`src/rtl/rom_table_walker.sv`:
```
module rom_table_walker #(
  parameter int MAX_ENTRIES = 1024
) (
  input  logic        clk,
  input  logic        rst_n,
  input  logic        start,
  input  logic [31:0] base_addr,
  output logic        rd_valid,
  output logic [31:0] rd_addr,
  input  logic        rd_ready,
  input  logic [31:0] rd_data,
  input  logic        rd_err,
  output logic        rec_valid,
  input  logic        rec_ready,
  output logic [31:0] rec_base,
  output logic [31:0] rec_start,
  output logic [3:0]  rec_class,
  output logic        rec_present,
  output logic        tbl_found,
  output logic        tbl_fmt,
  output logic        tbl_sysmem,
  output logic        done,
  output logic        err
);
  localparam int CW = $clog2(MAX_ENTRIES + 1);

  typedef enum logic [2:0] {S_IDLE, S_HDR, S_ENT, S_COMP, S_EMIT, S_FIN} st_t;
  st_t st;

  logic [19:0]   page, cbase;
  logic [CW-1:0] eidx;
  logic [3:0]    seq, csize, ccls;
  logic          cpres;
  logic [11:0]   hdr_off, comp_off;
  logic          at_limit, hs;

  assign at_limit = (eidx == CW'(MAX_ENTRIES));
  assign hs       = rd_valid && rd_ready;
  assign hdr_off  = (seq == 4'd4) ? 12'hFCC : 12'hFF0 + {6'd0, seq, 2'b00};
  assign comp_off = (seq < 4'd4)  ? 12'hFE0 + {6'd0, seq, 2'b00} :
                    (seq == 4'd4) ? 12'hFD0 : 12'hFF0 + {6'd0, seq - 4'd5, 2'b00};

  always_comb begin
    case (st)
      S_HDR:   rd_addr = {page, hdr_off};
      S_ENT:   rd_addr = {page, 12'h000} + 32'({eidx, 2'b00});
      S_COMP:  rd_addr = {cbase, comp_off};
      default: rd_addr = 32'h0;
    endcase
  end

  assign rd_valid    = (st == S_HDR) || (st == S_COMP) || (st == S_ENT && !at_limit);
  assign rec_valid   = (st == S_EMIT);
  assign rec_base    = {cbase, 12'h000};
  assign rec_start   = {cbase - {16'd0, csize}, 12'h000};
  assign rec_class   = ccls;
  assign rec_present = cpres;
  assign done        = (st == S_FIN);

  always_ff @(posedge clk or negedge rst_n) begin
    if (!rst_n) begin
      st <= S_IDLE;
      page <= '0; cbase <= '0; eidx <= '0; seq <= '0;
      csize <= '0; ccls <= '0; cpres <= 1'b0;
      tbl_found <= 1'b0; tbl_fmt <= 1'b0; tbl_sysmem <= 1'b0; err <= 1'b0;
    end else begin
      case (st)
        S_IDLE, S_FIN: if (start) begin
          err        <= 1'b0;
          seq        <= '0;
          eidx       <= '0;
          tbl_sysmem <= 1'b0;
          page       <= base_addr[31:12];
          tbl_found  <= (base_addr != 32'hFFFF_FFFF);
          tbl_fmt    <= (base_addr != 32'hFFFF_FFFF) && base_addr[1];
          st         <= (base_addr != 32'hFFFF_FFFF) ? S_HDR : S_FIN;
        end
        S_HDR: if (hs) begin
          if (rd_err) begin
            err <= 1'b1; st <= S_FIN;
          end else if (seq == 4'd4) begin
            tbl_sysmem <= rd_data[0]; st <= S_ENT;
          end else seq <= seq + 4'd1;
        end
        S_ENT: if (at_limit) st <= S_FIN;
        else if (hs) begin
          if (rd_err) begin
            err <= 1'b1; st <= S_FIN;
          end else if (rd_data == 32'h0) st <= S_FIN;
          else begin
            eidx  <= eidx + CW'(1);
            cbase <= page + rd_data[31:12];
            cpres <= rd_data[0];
            csize <= '0;
            ccls  <= '0;
            seq   <= '0;
            st    <= rd_data[0] ? S_COMP : S_EMIT;
          end
        end
        S_COMP: if (hs) begin
          if (rd_err) begin
            err <= 1'b1; st <= S_FIN;
          end else begin
            if (seq == 4'd4) csize <= rd_data[7:4];
            if (seq == 4'd6) ccls  <= rd_data[7:4];
            if (seq == 4'd8) st <= S_EMIT;
            else seq <= seq + 4'd1;
          end
        end
        S_EMIT: if (rec_ready) st <= S_ENT;
        default: st <= S_IDLE;
      endcase
    end
  end


  rd_hold_chk: assert property (@(posedge clk) disable iff (!rst_n)
    rd_valid && !rd_ready |=> rd_valid && $stable(rd_addr));

  rec_hold_chk: assert property (@(posedge clk) disable iff (!rst_n)
    rec_valid && !rec_ready |=> rec_valid && $stable(rec_base) && $stable(rec_start) && $stable(rec_class));

  err_done_chk: assert property (@(posedge clk) disable iff (!rst_n)
    err |-> done && !rd_valid && !rec_valid);

  absent_rec_chk: assert property (@(posedge clk) disable iff (!rst_n)
    rec_valid && !rec_present |-> rec_start == rec_base && rec_class == 4'd0);

  entry_limit_chk: assert property (@(posedge clk) disable iff (!rst_n)
    eidx <= CW'(MAX_ENTRIES));

  no_table_chk: assert property (@(posedge clk) disable iff (!rst_n)
    !tbl_found |-> !rd_valid && !rec_valid);
endmodule

```
`config.mk`:
```
export PLATFORM = sky130hd
export DESIGN_NAME = rom_table_walker
export DESIGN_NICKNAME = d
export VERILOG_FILES = /design/src/rtl/rom_table_walker.sv
export SDC_FILE = /design/constraint.sdc
export NUM_CORES = 1
export LEC_CHECK = 0
export BUFFER_PORTS_ARGS = -buffer_cell sky130_fd_sc_hd__buf_2
export CAP_MARGIN = 5
export CORE_ASPECT_RATIO = 0.7
export CORE_MARGIN = 5
export CORE_UTILIZATION = 35
export DETAILED_ROUTE_END_ITERATION = 10
export SYNTH_ARGS = -nofsm -noshare
export SYNTH_HDL_FRONTEND = slang
export SYNTH_SLANG_ARGS = --single-unit
```
`constraint.sdc`:
```
create_clock -name clk -period 3.2 [get_ports clk]
set_input_delay 0.48 -clock clk [delete_from_list [all_inputs] [get_ports clk]]
set_output_delay 0.48 -clock clk [all_outputs]
set_load 0.01 [all_outputs]
```
==> results.json <==
{
  "firstDrtPassIters": 5,
  "synth_ff_type": "dfrtp_1",
  "cts_buffers": 9,
  "slowest_stage": "or3b_4",
  "avgSynthCellArea_um2": 8.06,
  "worstMarginPinSlew_ns": 0.733,
  "start_kind": "flop",
  "die_area_mm2": 0.0199,
  "antenna_found_initial": 0,
  "final_core_util_pct": 43.7,
  "reg2reg_to": "cbase[17]",
  "area_delta_synth_final_pct": 23.6,
  "power_density_mw_per_mm2": 1030,
  "rrSetupSlack_ns": 0.55,
  "rows": 40,
  "max_stage_delay_ns": 0.43,
  "yosys_warnings": 0,
  "fin_crit_sh_pct": 97.1,
  "grt_pass1_wl_mm": 31.4,
  "vdd_ir_drop_max_v": 0.000570,
  "clk_latency_ns": 0.34,
  "grt_pass1_vias": 5566,
  "port_buffers": 151,
  "route.detailed.drc": 0,
  "num_io_pins": 178,
  "met3_usage_pct": 5.20,
  "overflow": 0,
  "rsz0062_at_grt": "yes",
  "via_per_inst": 5.31,
  "clockBufferDepth": 2,
  "grt_max_degree": 47,
  "dp.cells": 1116,
  "met2_usage_pct": 27.1,
  "drive_gt1_share_pct": 25.5,
  "dieHeight_um": 119,
  "coreArea_mm2": 0.0170,
  "synth.top_cell.area_share_pct": 29.6,
  "crit_chain": "inv_2 -> ha_4 -> inv_1 -> fa_2 -> a21oi_2 -> nor2b_1 -> or2b_1 -> or3b_4 -> nor4_4 -> xor2_1 -> buf_2",
  "cts_sinks": 71,
  "drv_slew": 0,
  "post-dp-hpwl_mm": 16.1,
  "antenna_left": 0,
  "hold_class": "in -> async",
  "ys_seq_area_share_pct": 29.6,
  "arrival_ns": 2.63,
  "critical-path-top-delay-family": "simple AND/OR/NAND/NOR gates",
  "max_cap_violations": 0,
  "start_util_pct": 35.3,
  "vias": 6036,
  "end_kind": "primary output",
  "worstSetupPathType": "reg -> out",
  "grt_usage_pct": 19.7,
  "yosysUniqueCellTypes": 68,
  "grt_busiest_layer": "met1",
  "slew_headroom_pct": 51.1,
  "p_leak_nw": 3.69,
  "rr_worst_depth": 7,
  "wire_per_inst_um": 17.9,
  "placed_area_mm2": 0.00699,
  "cts_tree": "built",
  "period_needed_ns": 3.11,
  "place_congestion": 0.896,
  "drt_wl_total_mm": 20.3,
  "crit_fanout": 3,
  "clk_pin_slew_worst_paths_ns": 0.06,
  "synth_area_mm2": 0.00599,
  "ys_ff_latch": 71,
  "yosysTopAreaCell": "dfrtp_1",
  "h-tree-depth": 3,
  "critical_path_buf_inv_count": 3,
  "worstReg2RegStart": "page[6]",
  "finalSetupViolations": 0,
  "synth_edf_count": 0,
  "final_cells": 1137,
  "use_met1_pct": 30.8,
  "async_flop_share_pct": 100,
  "synthTopCellsByArea": "dfrtp_1 (30%), nand2_1 (7.8%), ha_1 (7.1%), xor2_1 (5.3%), nor2_1 (4.3%)",
  "hold_violations": 0,
  "required_ns": 2.72,
  "cts-root-buf": "clkbuf_16",
  "layout.nets": 1007,
  "drt-initial-drc-count": 541,
  "synthCells": 744,
  "final_cell_area_mm2": 0.00741,
  "outcome": "completed",
  "die_w_um": 166,
  "fmax_mhz": 322,
  "antennaDiodeCount": 0,
  "finClkSkew_ns": 0.00761
}
synthesized netlist by cell type (all sizes together), types with 4 or more instances:
library cell / instances
a21o: 16
a21oi: 39
a31oi: 7
and2: 7
and3: 8
and4: 4
buf: 36
clkbuf: 24
dfrtp: 71
ha: 34
inv: 19
mux2: 11
mux2i: 20
nand2: 124
nand3: 22
nand4: 22
nor2: 69
nor3: 14
nor4: 17
o211ai: 5
o21a: 5
o21ai: 49
o22ai: 4
o31ai: 5
or4: 4
xnor2: 21
xor2: 36
stage by stage:
step / setup slack, ns / power (mW) / hold WS [ns] / TNS (ns)
2_1_floorplan: 0.374 / 4.71 / 0.184 / 0
3_3_place_gp: 0.249 / 6.32 / 0.454 / 0
3_5_place_dp: 0.177 / 6.35 / 0.468 / 0
4_1_cts: 0.00166 / 7.63 / 0.208 / 0
5_1_grt: -0.0648 / 8.26 / 0.250 / -0.103
6_report: 0.0929 / 7.64 / 0.195 / 0
kinds of logic (layout without fill, tap and decap cells):
group | after synthesis | count (layout) | share of synthesized area, %
AND/OR/NAND/NOR | 306 | 306 | 24.5
AO/OA/AOI/OAI | 161 | 161 | 17.3
buffers and inverters | 81 | 218 | 6.97
flip-flops | 71 | 71 | 29.6
XOR/XNOR | 57 | 57 | 8.33
adder cells (fa/ha/maj) | 36 | 36 | 7.76
multiplexers | 31 | 31 | 5.41
other | 1 | 26 | 0.0626
report_power, final:
part / internal (mW) / switching (mW) / total [mW]
Sequential: 1.24 / 0.637 / 1.87
Clock: 0.764 / 0.417 / 1.18
Combinational: 1.97 / 2.62 / 4.59
metal layers:
metal | vias to the layer above | part of all wire, % | routed length (um)
met5 | - | 0 | 0
met4 | 0 | 0.88 | 179
met3 | 14 | 7.7 | 1570
met2 | 223 | 40 | 8220
met1 | 2877 | 51 | 10400
li1 | 2922 | - | -
flip-flops by register name (all words and copies together) (netlist names):
register and flops:
seq 4, tbl_sysmem 1, err 1, tbl_found 1
rec_class 4, eidx 11, cbase 20, rec_present 1
tbl_fmt 1, st 3, page 20, csize 4
placed cells by master, fill, tap and decap left out, types with 18 or more instances in the layout:
cell type and count:
mux2i_1 20, xor2_1 36, dfrtp_1 70, nand2_1 124, nand3_1 22, inv_1 18
a21oi_1 38, xnor2_1 21, buf_4 29, ha_1 33, nor2_1 68, o21ai_0 45
buf_2 151, conb_1 26, nand4_1 22
area by class of cell:
type | count | area [um2]
inverter | 21 | 78.8
clock inverter | 7 | 120
fill | 1740 | 9550
clock buffer | 9 | 225
tap | 231 | 289
multi-input combinational | 617 | 3930
sequential | 71 | 1780
timing repair buffer | 181 | 993
how the worst max path moves through the flow:
stage / to / start / cells after the start
final: rec_start[28] / cbase[0] / 11
after detailed placement: rec_start[30] / cbase[0] / 11
after CTS: rec_start[28] / cbase[0] / 11
after global routing: rec_start[28] / cbase[0] / 11
after global placement: rec_start[30] / cbase[0] / 11
after floorplan: rec_start[30] / cbase[0] / 10
worst register-to-register path: stages, from the launching register on:
cell and delay [ns]:
dfrtp_1 0.49, ha_1 0.40, a2111oi_0 0.37, o21ai_0 0.26
a31oi_1 0.36, o211ai_1 0.24, a311o_1 0.39, nand3_1 0.07
timing repair:
action,4_1_cts,5_1_grt
setup endpoints to repair,4,6
pin swaps,3,2
gates resized for setup,5,5
buffers inserted,4,1
hold buffers,0,0
No activity file was read; power rests on OpenSTA's default activity.
